[config.mk]
export PLATFORM = sky130hd
export DESIGN_NAME = seqcnt5
export DESIGN_NICKNAME = d
export VERILOG_FILES = /design/src/rtl/seqcnt5_pkg.sv /design/src/rtl/seqcnt5_ctrl.sv /design/src/rtl/seqcnt5_path.sv /design/src/rtl/seqcnt5.sv
export SDC_FILE = /design/constraint.sdc
export NUM_CORES = 1
export LEC_CHECK = 0
export ABC_AREA = 1
export BUFFER_PORTS_ARGS = -buffer_cell sky130_fd_sc_hd__buf_2
export CAP_MARGIN = 20
export CORE_AREA = 2 2 39 41
export CTS_CLUSTER_SIZE = 40
export DETAILED_ROUTE_END_ITERATION = 8
export DIE_AREA = 0 0 41 43
export PLACE_DENSITY = 0.3
export SETUP_SLACK_MARGIN = 0.5
export SLEW_MARGIN = 10
export SYNTH_ARGS = -nofsm -noshare
export SYNTH_HDL_FRONTEND = slang
export SYNTH_SLANG_ARGS = --single-unit
export TNS_END_PERCENT = 30
[constraint.sdc]
create_clock -name clk -period 0.8 [get_ports clk]
set_input_delay 0.16 -clock clk [delete_from_list [all_inputs] [get_ports clk]]
set_output_delay 0.16 -clock clk [all_outputs]
set_load 0.1 [all_outputs]
[src/rtl/seqcnt5_pkg.sv]
package seqcnt5_pkg;
  localparam int STATE_W = 3;
  localparam int BIT_C = 2;
  localparam int BIT_B = 1;
  localparam int BIT_A = 0;

  typedef logic [STATE_W-1:0] code_t;

  // Strobes from control to datapath.
  typedef struct packed {
    logic loadInit;
    logic advance;
  } strobe_t;
endpackage

[src/rtl/seqcnt5_ctrl.sv]
module seqcnt5_ctrl
  import seqcnt5_pkg::*;
(
  input  logic    rst,
  input  logic    cntEn,
  output strobe_t strobes
);
  // Reset wins over enable.
  always_comb begin
    strobes.loadInit = rst;
    strobes.advance  = cntEn & ~rst;
  end
endmodule

[src/rtl/seqcnt5_path.sv]
module seqcnt5_path
  import seqcnt5_pkg::*;
#(
  parameter code_t INIT_CODE = '0
) (
  input  logic    clk,
  input  strobe_t strobes,
  output code_t   stateQ,
  output logic    legal
);
  code_t nextCode;
  logic  c, b, a;

  assign c = stateQ[BIT_C];
  assign b = stateQ[BIT_B];
  assign a = stateQ[BIT_A];

  // Per-bit next-state equations; the don't-care fill makes unused codes recover.
  always_comb begin
    nextCode        = '0;
    nextCode[BIT_C] = a;
    nextCode[BIT_B] = ~b | (~a & ~c);
    nextCode[BIT_A] = b & ~c;
  end

  always_ff @(posedge clk) begin
    if (strobes.loadInit)
      stateQ <= INIT_CODE;
    else if (strobes.advance)
      stateQ <= nextCode;
  end

  // Loop membership.
  always_comb begin
    unique case (stateQ)
      3'b000, 3'b010, 3'b011, 3'b101, 3'b110: legal = 1'b1;
      default:                                legal = 1'b0;
    endcase
  end
endmodule

[src/rtl/seqcnt5.sv]
module seqcnt5
  import seqcnt5_pkg::*;
#(
  parameter logic [2:0] INIT_CODE = 3'b000
) (
  input  logic       clk,
  input  logic       rst,
  input  logic       cntEn,
  output logic [2:0] stateOut,
  output logic       inCycle
);
  strobe_t strobes;
  code_t   stateQ;
  logic    legal;

  seqcnt5_ctrl u_ctrl (
    .rst     (rst),
    .cntEn   (cntEn),
    .strobes (strobes)
  );

  seqcnt5_path #(.INIT_CODE(INIT_CODE)) u_path (
    .clk     (clk),
    .strobes (strobes),
    .stateQ  (stateQ),
    .legal   (legal)
  );

  assign stateOut = stateQ;
  assign inCycle  = legal;
endmodule

Yosys cells after proc, flatten, opt, wreduce, memory -nomap -nowiden
Index checks and enable logic that the tools add are counted.
W data, S select, Z words.
{"block": "word_totals", "inputBits": 3, "word_cells": 16, "reg_bits": 3, "out_inout_bits": 4}
{"block": "classes", "reduce_logical": 2, "mux": 1, "eq_ne": 4, "bitwise_logic": 8}
{"cell": "$eq A3 B2 Y1 const B", "n": 2}
{"cell": "$eq A3 B3 Y1 const B", "n": 2}
{"cell": "$reduce_or A5 Y1", "n": 1}
{"cell": "$not A1 Y1", "n": 4}
{"cell": "$and A1 B1 Y1", "n": 3}
{"cell": "$logic_not A3 Y1", "n": 1}
{"cell": "$mux W1", "n": 1}
{"cell": "$or A1 B1 Y1", "n": 1}

Logic depth before layout (Yosys ltp)
{"block": "logic_depth", "ltp_word": 3, "depth_mapped": 4, "depth_no_buf": 4}

Cells and area by module
From an unflattened synthesis, not the netlist that was laid out.
{"block": "hier_totals", "cells_unflattened": 25, "area_unflattened_um2": 160.2}
{"module": "seqcnt5_path", "area_each_um2": 142.6, "cells_each": 22, "instances": 1}
{"module": "seqcnt5_ctrl", "area_each_um2": 17.5, "cells_each": 3, "instances": 1}

Least setup slack after synthesis
No wires, ideal clock.
{"block": "synth_path", "path_type": "flip-flop to output port", "start": "register u_path.stateQ[1]", "end": "output port inCycle", "stages_incl_launch_ff": 5, "path_buffers": 0, "arrival_ns": 1.929, "path_slack_ns": -1.289, "cell_sequence": "dfxtp_1 inv_1 nand2_1 nand3_1 nand2_1"}
{"block": "synth_via", "elab_chain_len": 3, "elab_cells_between_ends": 7, "classes_between": "eq/ne (4); mux (1); reduce/logical (2)"}
{"element": "start, declared", "line": "seqcnt5_path.sv:8", "text": "output code_t stateQ,"}
{"element": "start signal, assigned", "line": "seqcnt5_path.sv:30", "text": "stateQ <= nextCode;"}
{"element": "$eq A3 B2 Y1, or another cell as far along", "line": "seqcnt5_path.sv:35", "text": "unique case (stateQ)"}
{"element": "$reduce_or A5 Y1 *", "line": "seqcnt5_path.sv:35"}
{"element": "$mux W1 *", "line": "seqcnt5_path.sv:35"}
{"element": "end, declared", "line": "seqcnt5.sv:10", "text": "output logic inCycle"}
Mark *: on every way between the ends. The rest lies on a longest branch, timed or not.

Final worst setup path
Ends and elaborated chain as after synthesis.

==> qor.yml <==
maxSlewViolCount: 0
die-area_um2: 1763
fin_ws_ns: -0.3914
overflow: 0
cts_buffers: 3
period_share: 1.489
fin_util: 0.2920
cts_buffer_depth: 2
ys_warn_count: 0
hold_buffers: 0
cp_max_fo: 4
drtAntennaViolNets: 0
die_h_um: 43
rsz0062_at_grt: "yes"
grt.total_usage: 0.07021
dp_hpwl_um: 351.2
ctsHtreeMaxLevel: 1
reg.largest.list: "u_path.stateQ x3"
dr.pass1.iters: 1
critical_path.startpoint: "u_path.stateQ[1]"
p_per_area_nw_per_um2: 1898
relSlewSlack: 0.8773
max_freq_mhz: 839.3
status: "finished with violations"
total_power_w: 0.0007671
ys_seq_area_frac: 0.3902
place_congestion: 0.7555
yosys-top-cells-area: "dfxtp_1 39%, nor2_1 15%, o21ai_0 13%"
max_cap_viol_count: 0
finalSetupViolCount: 7
fillCellCount: 150
cp_num_buf_inv: 1
hold_path.class: "primary input to register"
diodes: 0
portBuffers: 6
io_pins: 7
ir_drop_mv: 0.6867
tritoncts: "done"
root_buffer: "clkbuf_4"
antenna_found_initial: 0
grt_first_pass_wirelength_um: 807
die_x_um: 41
min_from: "rst"
cp_cell_sequence: "nand2_1 -> nand3_4 -> nand2_8 -> buf_12"
synth_top_area_cell: "dfxtp_1"
fin_tns_setup_ns: -1.347
start_util: 0.1112
core_um2: 1384
synthesis.area_um2: 153.9
path_delay_family: "flip-flops"
grt_max_degree: 6
r2r-start: "u_path.stateQ[0]"
avgViaCountPerCell: 3.860
area_growth_pct: 162.6
violations: "negative setup slack"
vias: 220
largest_reg_flops: 3
skew_ns: 0.0001736
first_global_vias: 211
ys_types: 8
drt-total-wl_um: 460
wire_per_inst_um: 8.070
dr.first_iter.drc_count: 0
dpl_cell_area_um2: 334.1
tightestPinTransition_ns: 0.1833
yosys_register_bits: 3
nets: 45
final_hold_viol_count: 0
clk_latency_ns: 0.23
cts.clk_slew.worst_paths_ns: 0.04
max_stage_delay_ns: 0.35
regMostFlops: "u_path.stateQ"
syn_avg_cell_area_um2: 6.156
min_period_ns: 1.191
critPathLaunchType: "register"
final_cell_area_um2: 404.1
criticalPathCategory: "register to primary output"
postSynthCellCount: 25
synth.net_count: 28
synth_top_area_share: 0.3902
p_leak_nw: 0.1757
cp-end-kind: "primary output"
layout-drive-gt1-share: 0.7073
arrival_ns: 1.03
drc: 0
cp_slowest_cell: "dfxtp_4"
rows: 14
cts.sink_count: 3
required_ns: 0.64
cell usage in the layout (no fill, tap or decap), types with 2 or more instances in the layout:
master	n
buf_12	4
buf_2	2
buf_4	6
clkbuf_4	3
dfxtp_4	2
inv_1	2
inv_2	3
nand2_1	2
nor2_1	4
o21ai_1	2
cells by family (layout without fill, tap and decap cells):
family	Yosys count	after routing	synth area share
flip-flops	3	3	0.3903
AND/OR/NAND/NOR	11	11	0.2764
buffers and inverters	6	22	0.1708
AO/OA/AOI/OAI	5	5	0.1626
metrics by stage:
step / setup WS [ns] / hold WS, ns / instances
after floorplan: -0.3232 / 0.3103 / 25
after global placement: -0.2592 / 0.4329 / 52
after detailed placement: -0.2891 / 0.4341 / 52
after CTS: -0.4039 / 0.1883 / 57
after global routing: -0.4255 / 0.2022 / 57
final: -0.3914 / 0.1889 / 57
cell type report:
cell class	instances	area (um2)	area share
well taps	16	20.02	0.04954
multi-input cells	16	123.9	0.3065
repair buffers	13	146.4	0.3622
clock buffers	4	26.28	0.06502
flip-flops and latches	3	68.82	0.1703
inverters	5	18.77	0.04644
worst reg2reg max path, delay by kind of cell, from the launching register on:
kind	cells	cell delay [ns]
simple gates	1	0.05
flops	1	0.32
buf+inv	2	0.26
compound gates	1	0.11
per-layer routing:
| layer | up-vias | wire length, um | share of wire | track usage |
|---|---|---|---|---|
| met5 | - | 0 | 0 | 0 |
| met4 | 0 | 14 | 0.030 | 0.08000 |
| met3 | 2 | 19 | 0.041 | 0.01571 |
| met2 | 6 | 249 | 0.54 | 0.1000 |
| met1 | 103 | 175 | 0.38 | 0.07372 |
| li1 | 109 | - | - | - |
final timing paths:
check | cells past startpoint | slack [ns] | end
worst min register to register | 3 | 0.66 | u_path.stateQ[2]
worst max register to register | 4 | -0.05 | u_path.stateQ[0]
worst max-delay path | 4 | -0.39 | inCycle
worst min-delay path | 4 | 0.19 | u_path.stateQ[0]
report_power, final:
group / leakage (nW) / internal, W / switching [W]
Clock: 0.0150 / 0.000187 / 0.0000800
Combinational: 0.134 / 0.000129 / 0.000194
Sequential: 0.0264 / 0.000161 / 0.0000157
Total: 0.176 / 0.000477 / 0.000290
cell usage after synthesis:
cell and n:
a21oi_1 1, buf_4 1, dfxtp_1 3, inv_1 5, nand2_1 4, nand3_1 1
nor2_1 6, o21ai_0 4
timing repair:
action | 4_1_cts | 5_1_grt
buffers inserted | 1 | 0
pin swaps | 1 | 2
endpoints found under the setup margin | 7 | 7
gates resized for setup | 7 | 7
No activity file was read; power rests on OpenSTA's default activity.
